$ cat config.mk
export PLATFORM = sky130hd
export DESIGN_NAME = corr_bpred
export DESIGN_NICKNAME = d
export VERILOG_FILES = /design/src/rtl/bp_pkg.sv /design/src/rtl/bp_hist.sv /design/src/rtl/bp_index.sv /design/src/rtl/bp_ctr_table.sv /design/src/rtl/corr_bpred.sv
export SDC_FILE = /design/constraint.sdc
export NUM_CORES = 1
export LEC_CHECK = 0
export ABC_CLOCK_PERIOD_IN_PS = 3130
export BUFFER_PORTS_ARGS = -buffer_cell sky130_fd_sc_hd__buf_2
export CAP_MARGIN = 20
export CORE_MARGIN = 2
export CORE_UTILIZATION = 55
export DETAILED_ROUTE_END_ITERATION = 7
export PLACE_DENSITY = 0.86
export SLEW_MARGIN = 5
export SYNTH_ARGS = -nofsm -noshare
export SYNTH_HDL_FRONTEND = slang
export SYNTH_SLANG_ARGS = --single-unit
$ cat constraint.sdc
create_clock -name clk -period 3.13 [get_ports clk]
set_input_delay 0.313 -clock clk [delete_from_list [all_inputs] [get_ports clk]]
set_output_delay 0.313 -clock clk [all_outputs]
set_load 0.01 [all_outputs]
$ cat src/rtl/bp_pkg.sv
package bp_pkg;
   typedef enum logic {
      IDX_CONCAT = 1'b0,
      IDX_XOR    = 1'b1
   } idx_mode_e;
endpackage

$ cat src/rtl/bp_hist.sv
module bp_hist #(
   parameter int HIST_W = 2
) (
   input  logic              clk,
   input  logic              rst_n,
   input  logic              shift_en,
   input  logic              shift_bit,
   output logic [HIST_W-1:0] hist
);
   logic [HIST_W-1:0] hist_q;
   logic [HIST_W-1:0] hist_d;

   generate
      if (HIST_W == 1) begin : g_one
         assign hist_d = shift_bit;
      end else begin : g_many
         assign hist_d = {hist_q[HIST_W-2:0], shift_bit};
      end
   endgenerate

   always_ff @(posedge clk or negedge rst_n) begin
      if (!rst_n)        hist_q <= '0;
      else if (shift_en) hist_q <= hist_d;
   end

   assign hist = hist_q;
endmodule

$ cat src/rtl/bp_index.sv
module bp_index import bp_pkg::*; #(
   parameter int        PC_W     = 16,
   parameter int        PC_LSB   = 2,
   parameter int        PC_IDX_W = 4,
   parameter int        HIST_W   = 2,
   parameter idx_mode_e IDX_MODE = IDX_CONCAT,
   parameter int        IDX_W    = PC_IDX_W + HIST_W
) (
   input  logic [PC_W-1:0]   pc,
   input  logic [HIST_W-1:0] hist,
   output logic [IDX_W-1:0]  idx
);
   logic [PC_IDX_W-1:0] pc_field;
   assign pc_field = pc[PC_LSB +: PC_IDX_W];

   generate
      if (IDX_MODE == IDX_CONCAT) begin : g_concat
         assign idx = {hist, pc_field};
      end else begin : g_fold
         logic [PC_IDX_W-1:0] hist_ext;
         assign hist_ext = PC_IDX_W'(hist);
         assign idx      = pc_field ^ hist_ext;
      end
   endgenerate
endmodule

$ cat src/rtl/bp_ctr_table.sv
module bp_ctr_table #(
   parameter int CTR_W = 2,
   parameter int IDX_W = 6
) (
   input  logic             clk,
   input  logic             rst_n,
   input  logic [IDX_W-1:0] rd_idx,
   output logic             rd_taken,
   input  logic             wr_en,
   input  logic [IDX_W-1:0] wr_idx,
   input  logic             wr_taken,
   output logic [CTR_W-1:0] wr_old,
   output logic [CTR_W-1:0] wr_new
);
   localparam int             ENTRIES  = 1 << IDX_W;
   localparam logic [CTR_W-1:0] CTR_MAX  = '1;
   localparam logic [CTR_W-1:0] CTR_ZERO = '0;
   localparam logic [CTR_W-1:0] CTR_INIT = CTR_W'((1 << (CTR_W-1)) - 1);

   logic [CTR_W-1:0] ctr [ENTRIES];

   assign wr_old = ctr[wr_idx];

   always_comb begin
      wr_new = wr_old;
      if (wr_taken) begin
         if (wr_old != CTR_MAX) wr_new = wr_old + 1'b1;
      end else begin
         if (wr_old != CTR_ZERO) wr_new = wr_old - 1'b1;
      end
   end

   always_ff @(posedge clk or negedge rst_n) begin
      if (!rst_n) begin
         for (int i = 0; i < ENTRIES; i++) ctr[i] <= CTR_INIT;
      end else if (wr_en) begin
         ctr[wr_idx] <= wr_new;
      end
   end

   // upper half of the counter range means taken
   assign rd_taken = ctr[rd_idx][CTR_W-1];
endmodule

$ cat src/rtl/corr_bpred.sv
module corr_bpred import bp_pkg::*; #(
   parameter int        PC_W     = 16,
   parameter int        PC_LSB   = 2,
   parameter int        PC_IDX_W = 4,
   parameter int        HIST_W   = 2,
   parameter int        CTR_W    = 2,
   parameter idx_mode_e IDX_MODE = IDX_CONCAT
) (
   input  logic              clk,
   input  logic              rst_n,
   input  logic [PC_W-1:0]   lk_pc,
   output logic              lk_taken,
   output logic [HIST_W-1:0] lk_hist,
   input  logic              up_valid,
   input  logic [PC_W-1:0]   up_pc,
   input  logic [HIST_W-1:0] up_hist,
   input  logic              up_taken
);
   localparam int IDX_W = (IDX_MODE == IDX_CONCAT) ? (PC_IDX_W + HIST_W) : PC_IDX_W;

   generate
      if (HIST_W < 1) begin : g_bad_hist
         $error("HIST_W must be at least 1");
      end
      if (CTR_W < 1) begin : g_bad_ctr
         $error("CTR_W must be at least 1");
      end
      if (PC_LSB + PC_IDX_W > PC_W) begin : g_bad_pc
         $error("index field lies outside the PC");
      end
      if (IDX_MODE == IDX_XOR && HIST_W > PC_IDX_W) begin : g_bad_fold
         $error("folded mode needs HIST_W <= PC_IDX_W");
      end
      if (IDX_W > 12) begin : g_bad_size
         $error("table index wider than 12 bits");
      end
   endgenerate

   logic [HIST_W-1:0] ghr;
   logic [IDX_W-1:0]  rd_idx;
   logic [IDX_W-1:0]  wr_idx;
   logic [CTR_W-1:0]  wr_old;
   logic [CTR_W-1:0]  wr_new;

   bp_hist #(.HIST_W(HIST_W)) u_hist (
      .clk       (clk),
      .rst_n     (rst_n),
      .shift_en  (up_valid),
      .shift_bit (up_taken),
      .hist      (ghr)
   );

   bp_index #(
      .PC_W(PC_W), .PC_LSB(PC_LSB), .PC_IDX_W(PC_IDX_W),
      .HIST_W(HIST_W), .IDX_MODE(IDX_MODE), .IDX_W(IDX_W)
   ) u_rd_ix (
      .pc   (lk_pc),
      .hist (ghr),
      .idx  (rd_idx)
   );

   bp_index #(
      .PC_W(PC_W), .PC_LSB(PC_LSB), .PC_IDX_W(PC_IDX_W),
      .HIST_W(HIST_W), .IDX_MODE(IDX_MODE), .IDX_W(IDX_W)
   ) u_wr_ix (
      .pc   (up_pc),
      .hist (up_hist),
      .idx  (wr_idx)
   );

   bp_ctr_table #(.CTR_W(CTR_W), .IDX_W(IDX_W)) u_tbl (
      .clk      (clk),
      .rst_n    (rst_n),
      .rd_idx   (rd_idx),
      .rd_taken (lk_taken),
      .wr_en    (up_valid),
      .wr_idx   (wr_idx),
      .wr_taken (up_taken),
      .wr_old   (wr_old),
      .wr_new   (wr_new)
   );

   assign lk_hist = ghr;
endmodule

* Word-level counts from Yosys, hierarchy flattened
Index checks and enable logic that the tools add are counted.
** Storage, ports and cells
- Register bits after elaboration :: 130
- Input bits :: 38
- Output and inout port bits :: 3
** Operators by class
- $add $sub $neg :: 2
- $lt $le $gt $ge :: 3
- Eq/ne operators :: 1
- Multiplexer cells :: 12
- Bitwise logic cells :: 2
- Reduce and logical (&&, ||, !) cells :: 2
** Operators by type and width (count)
- bitwise mux 128 bit :: 1
- binary-select mux 2 bit (select 6 bit) :: 2
- two-way mux 2 bit :: 8
- greater-or-equal comparator 7 bit, second input constant :: 2
- NOT 6 -> 7 bit :: 2
- demux 2 bit (select 6 bit) :: 1
- less-than comparator 7 x 1 -> 1 bit, second input constant :: 1
- adder 2 x 1 -> 2 bit, second input constant :: 1
- != test 2 bit, second input constant :: 1
- nonzero test 2 bit :: 1
- subtractor 2 x 1 -> 2 bit, second input constant :: 1
- logical AND 1 bit :: 1

* Logic depth before layout (Yosys ltp)
Gate-level depths: netlist (run 1).
- Depth in word-level cells :: 8
- Depth in mapped cells :: 11

* Cells and area by module
From an unflattened synthesis (run 1), not the netlist that was laid out.
** Second synthesis, totals
- Cells, all modules :: 688
- Area total of the unflattened synthesis :: 7055.5 um^2
** Modules (own cells, without submodules)
- bp_ctr_table :: instances 1, cells an instance 672, area an instance 6892.9 um^2
- bp_index :: instances 2, cells an instance 6, area an instance 45.0 um^2
- bp_hist :: instances 1, cells an instance 4, area an instance 72.6 um^2

* Worst setup path before layout (run 1)
No wires, ideal clock.
- Kind :: input -> output
- Start point :: input port lk_pc[2]
- End point :: output port lk_taken
- Arrival time :: 2.753 ns
- Data required time :: 2.817 ns
- Slack :: 0.064 ns
- Stages :: 5
- Buffers on the path :: 2
- Path through :: clkbuf_1 > buf_1 > mux4_2 > mux4_2 > mux4_2
** Between the ends
- Word-level cells in the longest chain between the ends :: 4
** Ends and longest elaborated chain
- from (decl) :: RTL line corr_bpred.sv:11 : input logic [PC_W-1:0] lk_pc,
- NOT 6 -> 7 bit (not written as such) :: RTL line bp_ctr_table.sv:42 : assign rd_taken = ctr[rd_idx][CTR_W-1];
- binary-select mux 2 bit (select 6 bit) :: RTL line bp_ctr_table.sv:42
- two-way mux 2 bit (not written as such) (2 in series) :: RTL line bp_ctr_table.sv:42
- to (decl) :: RTL line corr_bpred.sv:12 : output logic lk_taken,
Every way passes these cells. The select of a mux whose other input is x is not followed.

* Worst setup path in the final report (run 1)
- Start point :: register u_tbl.ctr[97] (netlist bit)
- End point :: output port lk_taken
** Between the ends
- Word-level cells in the longest chain between the ends :: 3
** Ends and longest elaborated chain
- from (decl) :: RTL line bp_ctr_table.sv:20 : logic [CTR_W-1:0] ctr [ENTRIES];
- from (signal, indexed assignment) :: RTL line bp_ctr_table.sv:37 : ctr[wr_idx] <= wr_new;
- binary-select mux 2 bit (select 6 bit) :: RTL line bp_ctr_table.sv:42
- two-way mux 2 bit (not written as such) (2 in series) :: RTL line bp_ctr_table.sv:42
Every way passes these cells. The select of a mux whose other input is x is not followed.

==> results by group, run 1 <==
Synth
  – Cells after Synth: 652
  – Compound-gate portion of the synthesized area: 17.65%
  – Post-Synth Adder-Cell Area: 0.3953%
  – Cell with the most instances after synthesis: nand2_1
  – Post-synthesis cell area: 0.006963 mm^2
  – Synth Net Count: 690
  – Post-synth EDFFs: 0
  – Synth Flop Type: dfrtp_1
  – XOR/XNOR share of the synthesized area: 0%
  – Mux cell area share after synthesis: between 10% and 20%
  – Asr flop ratio synth: between 90% and 100%
  – Simple-gate area share of the yosys netlist: between 10 and 15%
  – Synth top cells by count: nand2_1, o21ai_0, dfrtp_1
  – Yosys warns: 0
  – Cell taking the most area after synthesis: dfstp_2
  – Seq/Total Area, Yosys: 47.87%
  – Top post-synthesis cells by area: dfstp_2, dfrtp_1, nand2_1
  – Yosys top cell area share: around a quarter
  – Mean post-synth cell area: approximately 11 um^2
  – Flops & latches, synth: 130
  – Post-synth cell types: 54
  – Largest family of logic cells by synthesized area: compound AO/OA/AOI/OAI gates

Final layout
  – Antenna Cells: 0
  – Final cell count without fillers: 872
  – Fillers: 916
  – Layout Nets: 725
  – Area grow syn2layout: 15.09%
  – Share of layout cells above drive strength 1: 36.71%

Worst setup path
  – Crit-path leading delay family: multiplexers
  – Worst path max stage delay: 0.56 ns
  – Reg-to-reg startpoint: u_tbl.ctr[39]
  – Setup crit end: lk_taken
  – CP required: 2.82 ns
  – Startpoint types: register
  – Crit-path cells: mux4_2 > mux4_2 > mux4_2 > buf_2
  – Worst r2r dst: u_tbl.ctr[84]
  – Setup slack, reg-to-reg: ~0.36 ns
  – Maximum fanout along the worst path: 3
  – Instance count on the critical path: 4
  – Most common cell on crit path: mux4_2
  – Critical path origin: u_tbl.ctr[97]
  – WP data arrival: 2.51 ns
  – CP Class: register to output pin
  – Slowest-stage cell, CP: mux4_2
  – Crit path capture type: output pin
  – Worst reg2reg path depth: 8
  – CP Buf/Inv Count: 1

Die
  – Starting Density: ~56%
  – Die area: 0.01358 mm^2
  – Cell Rows: 41
  – Die Ht: about 120 um
  – Die span in x: between 100 and 150 um
  – Top Ports: 41
  – Core footprint: 0.01247 mm^2

CTS
  – CTS resizes: 0
  – Worst-Skew Late Latency: 0.42 ns
  – CTS tree: yes
  – Bufs on Longest Clock Path: 2
  – Clk slew on worst S/H paths: ~0.050 ns
  – CTS H-tree lvls: 4
  – Clock sinks: 130
  – Cts bufs inserted: 17
  – Root Buffer: clkbuf_16

Pwr
  – VDD IR max: 0.3936 mV
  – Pwr/cell area: 612.2 mW/mm^2
  – Leakage: 3.278 nW
  – Total Power: 4.906 mW

STA
  – Slew Viols, Final: 0
  – Slew @ Worst Pin: roughly 0.74 ns
  – Fin crit period: roughly 2.8 ns
  – Hold Slack: 0.1678 ns
  – RSZ-0062 raised after global routing: false
  – Maximum clock rate: approximately 350 MHz
  – Slew HR: 50.39%
  – Setup TNS: 0 ns
  – Worst setup margin: 0.3066 ns
  – Final setup vio count: 0
  – Clock skew: 0.007129 ns
  – Final Hold Viols: 0
  – Final Cycle Share: 90.20%

Route
  – Post-route ant nets: 0
  – Vias: 5530
  – Drt wl/cell: 21.29 um
  – DR iter-0 viols: 656
  – Vias per Instance: 6.342
  – First-pass DRT Iterations: 6
  – Final wirelength: about 19 mm
  – Drt drc: 0

Global route
  – Antenna violations before repair: 0
  – Vias in the first global route: 5787
  – Largest net degree at the start of global routing: between 70 and 80
  – GRT Total Usage: 29.99%
  – Global route overflow: 0
  – First-pass GRT wire length: 30.21 mm

Place
  – Dpl cells: 839
  – Hpwl dp: 12.74 mm
  – Number of I/O port buffers: 16
  – Setup WS pre-CTS: -0.07370 ns
  – Final GP Congestion: 1.011

Worst hold path
  – Hold Crit Class: primary input to register

Run
  – Number of max-cap violations: 0

Outcome
  – Status: complete, no violations
[stage by stage]
stage | util, % | area [um^2]
final | 64.29 | 8014
after floorplan | - | 6963
after detailed placement | 59.05 | 7361
after global placement | 59.05 | 7361
after global routing | 64.29 | 8014
after CTS | 64.29 | 8014
[worst register-to-register path, stage by stage, from the launching register on]
cell and delay [ns]:
dfrtp_1 0.40, mux2_2 0.28, a22o_1 0.24, o31ai_1 0.38, nand4_1 0.22, a2111oi_4 0.39
maj3_4 0.41, buf_4 0.29, o21ai_2 0.10
[cells in the final DEF, fill, tap and decap left out, drive strengths merged, types with 3 or more instances in the layout]
cell type | synthesis | layout
a221oi | 9 | 9
a22o | 3 | 3
a22oi | 7 | 7
a31oi | 3 | 3
and3b | 4 | 4
buf | 22 | 52
bufinv | 0 | 3
clkbuf | 15 | 24
clkinv | 0 | 4
dfrtp | 66 | 66
dfstp | 64 | 64
inv | 4 | 4
mux2 | 12 | 12
mux2i | 15 | 15
mux4 | 33 | 33
nand2 | 201 | 201
nand3 | 7 | 7
nand4 | 3 | 3
nor2 | 10 | 10
nor2b | 5 | 5
nor3 | 3 | 3
nor3b | 4 | 4
o21ai | 132 | 132
[area by class of cell]
class | instances | area, um^2 | share of cell area [%]
Sequential cell | 130 | 3333 | 41.59
Clock buffer | 24 | 521.8 | 6.511
Timing Repair Buffer | 53 | 475.5 | 5.933
Multi-Input combinational cell | 481 | 3332 | 41.58
Tap cell | 172 | 215.2 | 2.685
Clock inverter | 8 | 121.4 | 1.514
Inverter | 4 | 15.01 | 0.1874
[kinds of logic (layout without fill, tap and decap cells)]
logic type                 Yosys count  after routing
AOI/OAI and AO/OA                  171            171
adders and majority gates            2              2
buffers and inverters               41             89
DFF                                130            130
muxes                               60             60
and+or+nand+nor                    248            248
[per-layer routing]
| metal | vias up | track usage [%] | share of wire (%) |
|---|---|---|---|
| li1 | 2411 | - | - |
| met1 | 2681 | 37.13 | 38 |
| met2 | 357 | 46.78 | 47 |
| met3 | 81 | 10.64 | 10 |
| met4 | 0 | 15.40 | 4.6 |
| met5 | - | 0 | 0 |
[worst min-delay path by stage]
stage | from | end | slack [ns] | cells after the start
after floorplan | rst_n | u_hist.hist[0] | 0.02 | 0
after global placement | rst_n | u_tbl.ctr[13] | 0.39 | 1
after detailed placement | rst_n | u_tbl.ctr[13] | 0.40 | 1
after CTS | up_taken | u_hist.hist[0] | 0.15 | 2
after global routing | up_taken | u_hist.hist[0] | 0.15 | 2
final | up_taken | u_hist.hist[0] | 0.17 | 2
[power breakdown]
part | total (mW) | switching, mW | internal (mW)
clock network | 2.13 | 0.729 | 1.40
logic | 0.709 | 0.406 | 0.303
registers | 2.07 | 0.123 | 1.95
total | 4.91 | 1.26 | 3.65
[flip-flops by register name, indices dropped and copies added (netlist names)]
| name | count |
|---|---|
| u_hist.hist | 2 |
| u_tbl.ctr | 128 |
[what timing repair did]
item / 4_1_cts / 5_1_grt
buffers inserted: 0 / 0
hold endpoints to repair: 27 / 0
hold buffers: 1 / 0
Note: power is estimated with default switching activity, not from simulation.
==> run 2: changes to the inputs <==
--- a/config.mk
+++ b/config.mk
@@ -5,13 +5,13 @@
 export SDC_FILE = /design/constraint.sdc
 export NUM_CORES = 1
 export LEC_CHECK = 0
-export ABC_CLOCK_PERIOD_IN_PS = 3130
+export ABC_CLOCK_PERIOD_IN_PS = 3500
 export BUFFER_PORTS_ARGS = -buffer_cell sky130_fd_sc_hd__buf_2
 export CAP_MARGIN = 20
 export CORE_MARGIN = 2
 export CORE_UTILIZATION = 55
 export DETAILED_ROUTE_END_ITERATION = 7
-export PLACE_DENSITY = 0.86
+export PLACE_DENSITY = 0.83
 export SLEW_MARGIN = 5
 export SYNTH_ARGS = -nofsm -noshare
 export SYNTH_HDL_FRONTEND = slang
==> constraint.sdc (replaced) <==
create_clock -name clk -period 3.5 [get_ports clk]
set_input_delay 0.35 -clock clk [delete_from_list [all_inputs] [get_ports clk]]
set_output_delay 0.35 -clock clk [all_outputs]
set_load 0.01 [all_outputs]
==> results by group, run 2 (synthesis gave the netlist of run 1 again) <==
Global route
  – First-pass GRT wire length: 28.99 mm (was 30.21 mm)
  – Global route overflow: 0 (unchanged)
  – Largest net degree at the start of global routing: 69 (was 77)
  – Antenna violations before repair: 1 (was 0)
  – GRT Total Usage: 29.16% (was 29.99%)
  – Vias in the first global route: 5396 (was 5787)

Final layout
  – Layout Nets: 714 (was 725)
  – Fillers: 963 (was 916)
  – Max FFs per register: 128 (unchanged)
  – Most frequent cells in the layout: nand2_1, o21ai_0, dfrtp_1, dfstp_2, o21ai_2 (unchanged)
  – Layout Utilization: 63.11% (was 64.29%)
  – Most common cell after layout, fill and taps aside: nand2_1 (unchanged)
  – Antenna Cells: 0 (unchanged)
  – Area grow syn2layout: 12.99% (was 15.09%)
  – Top reg by flops: u_tbl.ctr (unchanged)
  – Share of layout cells above drive strength 1: 35.85% (was 36.71%)

STA
  – Fin crit period: 2.998 ns
  – Final Hold Viols: 0 (unchanged)
  – Clock skew: 0.007301 ns (was 0.007129 ns)
  – Final setup vio count: 0 (unchanged)
  – Slew Viols, Final: 0 (unchanged)
  – Setup TNS: 0 ns (unchanged)
  – RSZ-0062 raised after global routing: false (unchanged)
  – Slew @ Worst Pin: 1.105 ns (was 0.7415 ns)
  – Maximum clock rate: 333.6 MHz
  – Slew HR: 25.90% (was 50.39%)
  – Final Cycle Share: a little under nine tenths

Pwr
  – Leakage: 3.193 nW (was 3.278 nW)
  – Sw frac: 25.92% (was 25.66%)
  – NetSw: 1.113 mW (was 1.259 mW)
  – Sequential share of power: 43.2% (was 42.2%)
  – Pwr/cell area: 545.6 mW/mm^2 (was 612.2 mW/mm^2)
  – Comb power frac: 14.1% (was 14.4%)
  – Clock share of power: 42.7% (was 43.4%)
  – Internal power: 3.180 mW (was 3.647 mW)
  – VDD IR max: 0.4031 mV (was 0.3936 mV)

Worst setup path
  – Setup slack, reg-to-reg: 0.78 ns (was 0.36 ns)
  – Maximum fanout along the worst path: 16 (was 3)
  – CP Class: primary input to output pin (was register to output pin)
  – Worst path max stage delay: 0.61 ns (was 0.56 ns)
  – Slowest-stage cell, CP: mux4_2 (unchanged)
  – Worst r2r dst: u_tbl.ctr[60] (was u_tbl.ctr[84])
  – Reg-to-reg startpoint: u_tbl.ctr[48] (was u_tbl.ctr[39])
  – WP data arrival: 2.65 ns (was 2.51 ns)
  – Startpoint types: primary input (was register)
  – CP required: 3.15 ns (was 2.82 ns)
  – Most common cell on crit path: mux4_2 (unchanged)
  – Worst reg2reg path depth: 8 (unchanged)
  – Crit path capture type: output pin (unchanged)
  – Crit-path cells: buf_2 > mux4_2 > mux4_2 > mux4_2 > buf_2 (was mux4_2 > mux4_2 > mux4_2 > buf_2)

CTS
  – Root Buffer: clkbuf_16 (unchanged)
  – Post-CTS setup buffers: 0 (unchanged)
  – Worst-Skew Late Latency: 0.43 ns (was 0.42 ns)
  – Number of hold buffers added after cts: 0 (was 1)
  – Cts bufs inserted: 17 (unchanged)
  – Clock sinks: 130 (unchanged)
  – CTS tree: yes (unchanged)
  – CTS H-tree lvls: 4 (unchanged)
  – Bufs on Longest Clock Path: 2 (unchanged)
  – Clk slew on worst S/H paths: 0.05 ns (about the same)
  – CTS resizes: 0 (unchanged)

Route
  – Vias: 5369 (was 5530)
  – Final wirelength: 18.25 mm (was 18.57 mm)
  – Post-route ant nets: 0 (unchanged)
  – Drt wl/cell: 21.19 um (was 21.29 um)
  – DR iter-0 viols: 483 (was 656)
  – Vias per Instance: 6.236 (was 6.342)
  – Drt drc: 0 (unchanged)
  – First-pass DRT Iterations: 5 (was 6)

Run
  – Number of max-cap violations: 0 (unchanged)

Die
  – Core footprint: 0.01247 mm^2 (unchanged)
  – Starting Density: 55.86% (unchanged)
  – Die Ht: 116.5 um (unchanged)
  – Die span in x: 116.5 um (unchanged)
  – Top Ports: 41 (unchanged)
  – Cell Rows: 41 (unchanged)
  – Die area: 0.01358 mm^2 (unchanged)

Worst hold path
  – Hold Crit Class: primary input to async pin (was primary input to register)

Place
  – Final GP Congestion: 0.9430 (was 1.011)
  – Hpwl dp: 12.28 mm (was 12.74 mm)
  – Number of I/O port buffers: 16 (unchanged)

Outcome
  – Status: complete, no violations (unchanged)
==> run 2: power by group through the flow <==
| stage | clock [mW] | combinational, mW | sequential (mW) |
|---|---|---|---|
| after floorplan | 0 | 0.458 | 1.83 |
| after global placement | 0 | 0.576 | 1.85 |
| after detailed placement | 0 | 0.600 | 1.87 |
| after CTS | 1.85 | 0.605 | 1.85 |
| after global routing | 1.91 | 0.665 | 1.87 |
| final | 1.83 | 0.606 | 1.85 |
==> run 2: how the worst max path moves through the flow <==
stage / slack (ns) / cells after the start / start / end
after global routing: 0.45 / 5 / lk_pc[2] / lk_taken
after CTS: 0.51 / 5 / lk_pc[2] / lk_taken
after global placement: 0.34 / 10 / up_pc[4] / u_tbl.ctr[60]
after detailed placement: 0.31 / 10 / up_pc[4] / u_tbl.ctr[60]
after floorplan: 0.36 / 5 / lk_pc[2] / lk_taken
final: 0.50 / 5 / lk_pc[2] / lk_taken
==> run 2: layer usage <==
layer / part of all wire [%] / vias to the layer above / wire length [um] / global-route usage [%]
met2: 47 / 296 / 8588 / 45.00
met1: 39 / 2616 / 7074 / 37.38
met5: 0.071 / - / 13 / 0
li1: - / 2398 / - / -
met3: 11 / 57 / 1999 / 10.12
met4: 3.1 / 2 / 570 / 13.25
==> run 2: layout make-up <==
cell class              instances  area [um^2]  share of cell area [%]
flip-flops and latches        130         3333                   42.37
repair buffers                 42        352.8                   4.485
clock buffers                  22        484.2                   6.155
well taps                     172        215.2                   2.735
clock inverters                10        130.1                   1.654
inverters                       4        15.01                  0.1908
multi-input cells             481         3337                   42.41
==> run 2: per-stage QoR <==
stage | total power, mW | hold WS [ns] | cells | worst slack, ns | instance area [um^2]
final | 4.293 | 0.01379 | 861 | 0.5020 | 7868
after global routing | 4.439 | 0.07845 | 861 | 0.4489 | 7868
after CTS | 4.299 | 0.02873 | 861 | 0.5130 | 7868
after detailed placement | 2.471 | 0.4634 | 829 | 0.3123 | 7253
after global placement | 2.430 | 0.4587 | 829 | 0.3427 | 7253
after floorplan | 2.287 | 0.05441 | 652 | 0.3596 | 6963
==> run 2: worst max-delay path: cells and delay by family <==
kind	cells	cell delay (ns)
muxes	3	1.61
buffers and inverters	2	0.67
==> run 3: changes to the inputs <==
--- a/config.mk
+++ b/config.mk
@@ -10,6 +10,7 @@
 export CAP_MARGIN = 20
 export CORE_MARGIN = 2
 export CORE_UTILIZATION = 55
+export CTS_BUF_LIST = sky130_fd_sc_hd__clkbuf_4
 export DETAILED_ROUTE_END_ITERATION = 7
 export PLACE_DENSITY = 0.83
 export SLEW_MARGIN = 5
==> results by group, run 3 (synthesis gave the netlist of run 1 again) <==
Pwr
  – Leakage: 3.047 nW (was 3.193 nW)
  – Pwr/cell area: 460.0 mW/mm^2 (was 545.6 mW/mm^2)
  – VDD IR max: 0.3342 mV (was 0.4031 mV)

Final layout
  – Layout Utilization: 60.51% (was 63.11%)
  – Top reg by flops: u_tbl.ctr (unchanged)
  – Fillers: 1016 (was 963)
  – Max FFs per register: 128 (unchanged)
  – Most common cell after layout, fill and taps aside: nand2_1 (unchanged)
  – Area grow syn2layout: 8.338% (was 12.99%)
  – Antenna Cells: 0 (unchanged)
  – Post-route cell area: 0.007543 mm^2 (was 0.007868 mm^2)
  – Share of layout cells above drive strength 1: 35.36% (was 35.85%)
  – Layout Nets: 715 (was 714)
  – Most frequent cells in the layout: nand2_1, o21ai_0, dfrtp_1, dfstp_2, o21ai_2 (unchanged)

Run
  – Number of max-cap violations: 0 (unchanged)

CTS
  – CTS tree: yes (unchanged)
  – Clk slew on worst S/H paths: 0.11 ns (was 0.05 ns)
  – Cts bufs inserted: 17 (unchanged)
  – CTS H-tree lvls: 4 (unchanged)
  – Bufs on Longest Clock Path: 2 (unchanged)
  – CTS resizes: 0 (unchanged)
  – Worst-Skew Late Latency: 0.55 ns (was 0.43 ns)
  – Root Buffer: clkbuf_4 (was clkbuf_16)
  – Clock sinks: 130 (unchanged)
  – Post-CTS setup buffers: 0 (unchanged)

STA
  – Final setup vio count: 0 (unchanged)
  – Slew Viols, Final: 0 (unchanged)
  – Setup TNS: 0 ns (unchanged)
  – Maximum clock rate: 334.4 MHz (was 333.6 MHz)
  – Clock skew: 0.01923 ns (was 0.007301 ns)
  – Slew @ Worst Pin: 1.076 ns (was 1.105 ns)
  – RSZ-0062 raised after global routing: false (unchanged)
  – Fin crit period: 2.991 ns (was 2.998 ns)
  – Final Cycle Share: 85.45% (was 85.66%)
  – Final Hold Viols: 0 (unchanged)
  – Hold Slack: 0.06367 ns (was 0.01379 ns)
  – Slew HR: 27.91% (was 25.90%)

Worst setup path
  – Maximum fanout along the worst path: 16 (unchanged)
  – Slowest-stage cell, CP: mux4_2 (unchanged)
  – CP required: 3.15 ns (about the same)
  – WP data arrival: 2.64 ns (was 2.65 ns)
  – Most common cell on crit path: mux4_2 (unchanged)
  – CP Class: primary input to output pin (unchanged)
  – Worst r2r dst: u_tbl.ctr[60] (unchanged)
  – Worst path max stage delay: 0.61 ns (about the same)
  – Crit-path leading delay family: multiplexers (unchanged)
  – Reg-to-reg startpoint: u_tbl.ctr[32] (was u_tbl.ctr[48])
  – Startpoint types: primary input (unchanged)
  – Worst reg2reg path depth: 8 (unchanged)
  – Crit-path cells: buf_2 > mux4_2 > mux4_2 > mux4_2 > buf_2 (unchanged)
  – Crit path capture type: output pin (unchanged)
  – CP Buf/Inv Count: 2 (unchanged)
  – Setup slack, reg-to-reg: 0.78 ns (about the same)

Route
  – Post-route ant nets: 0 (unchanged)
  – Drt wl/cell: 20.50 um (was 21.19 um)
  – DR iter-0 viols: 517 (was 483)
  – First-pass DRT Iterations: 5 (unchanged)
  – Final wirelength: 17.67 mm (was 18.25 mm)
  – Drt drc: 0 (unchanged)
  – Vias per Instance: 6.226 (was 6.236)
  – Vias: 5367 (was 5369)

Worst hold path
  – Worst Hold Path EP: u_hist.hist[0]
  – Hold Crit Start: up_taken
  – Hold Crit Class: primary input to register (was primary input to async pin)
  – Worst Hold Path Cells: 2

Global route
  – Largest net degree at the start of global routing: 69 (unchanged)
  – Antenna violations before repair: 1 (unchanged)
  – Vias in the first global route: 5319 (was 5396)
  – Met3 usage: 10.53% (was 10.12%)
  – Global route overflow: 0 (unchanged)
  – First-pass GRT wire length: 28.23 mm (was 28.99 mm)
  – M2 GR Usage: 43.18% (was 45.00%)
  – GRT Max-Usage Layer: met2 (unchanged)
  – GRT Total Usage: 28.38% (was 29.16%)
  – Routing usage on met1: 36.65% (was 37.38%)

Die
  – Die span in x: 116.5 um (unchanged)
  – Die area: 0.01358 mm^2 (unchanged)
  – Core footprint: 0.01247 mm^2 (unchanged)
  – Top Ports: 41 (unchanged)
  – Starting Density: 55.86% (unchanged)
  – Die Ht: 116.5 um (unchanged)
  – Cell Rows: 41 (unchanged)

Place
  – Placed inst area: 0.007253 mm^2 (unchanged)
  – Final GP Congestion: 0.9430 (unchanged)
  – Number of I/O port buffers: 16 (unchanged)
  – Hpwl dp: 12.28 mm (unchanged)

Outcome
  – Status: complete, no violations (unchanged)
[run 3: cell count changes in the layout (fill, tap and decap cells not counted)]
cell,previous run,this run
dlygate4sd3_1,0,1
clkinv_1,0,4
clkbuf_4,0,18
clkbuf_8,4,0
clkbuf_1,1,0
clkbuf_16,17,0
[run 3: worst max path at each step]
stage	to	slack (ns)	cells after the start	startpoint
after global placement	u_tbl.ctr[60]	0.34	10	up_pc[4]
after floorplan	lk_taken	0.36	5	lk_pc[2]
after CTS	lk_taken	0.51	4	u_tbl.ctr[99]
final	lk_taken	0.51	5	lk_pc[2]
after global routing	lk_taken	0.45	5	lk_pc[2]
after detailed placement	u_tbl.ctr[60]	0.31	10	up_pc[4]
[run 3: layout make-up]
type                       count  area, um^2  share of cell area, %
clock inverter                14       145.1                  1.924
multi-input combinational    481        3337                  44.24
inverter                       4       15.01                 0.1990
clock buffer                  18       135.1                  1.791
sequential                   130        3333                  44.19
timing repair buffer          43       362.8                  4.810
tap                          172       215.2                  2.853
[run 3: power breakdown]
group | switching, mW | internal (mW)
Sequential | 0.111 | 1.74
Combinational | 0.350 | 0.253
Clock | 0.533 | 0.486
[run 3: repair_timing]
action	in CTS	in global routing
hold endpoints to repair	32	0
endpoints found under the setup margin	0	0
hold buffers	1	0
[run 3: metal layers]
layer,wire length (um),part of all wire (%),vias up
met5,13,0.074,-
met4,512,2.9,2
met3,1819,10,57
met2,8290,47,278
met1,7031,40,2626
li1,-,-,2404
[run 3: metrics by stage]
| step | worst slack, ns | total power [mW] | cells |
|---|---|---|---|
| final | 0.5092 | 3.470 | 862 |
| after global routing | 0.4462 | 3.635 | 862 |
| after CTS | 0.5091 | 3.488 | 862 |
| after detailed placement | 0.3123 | 2.471 | 829 |
| after global placement | 0.3427 | 2.430 | 829 |
| after floorplan | 0.3596 | 2.287 | 652 |
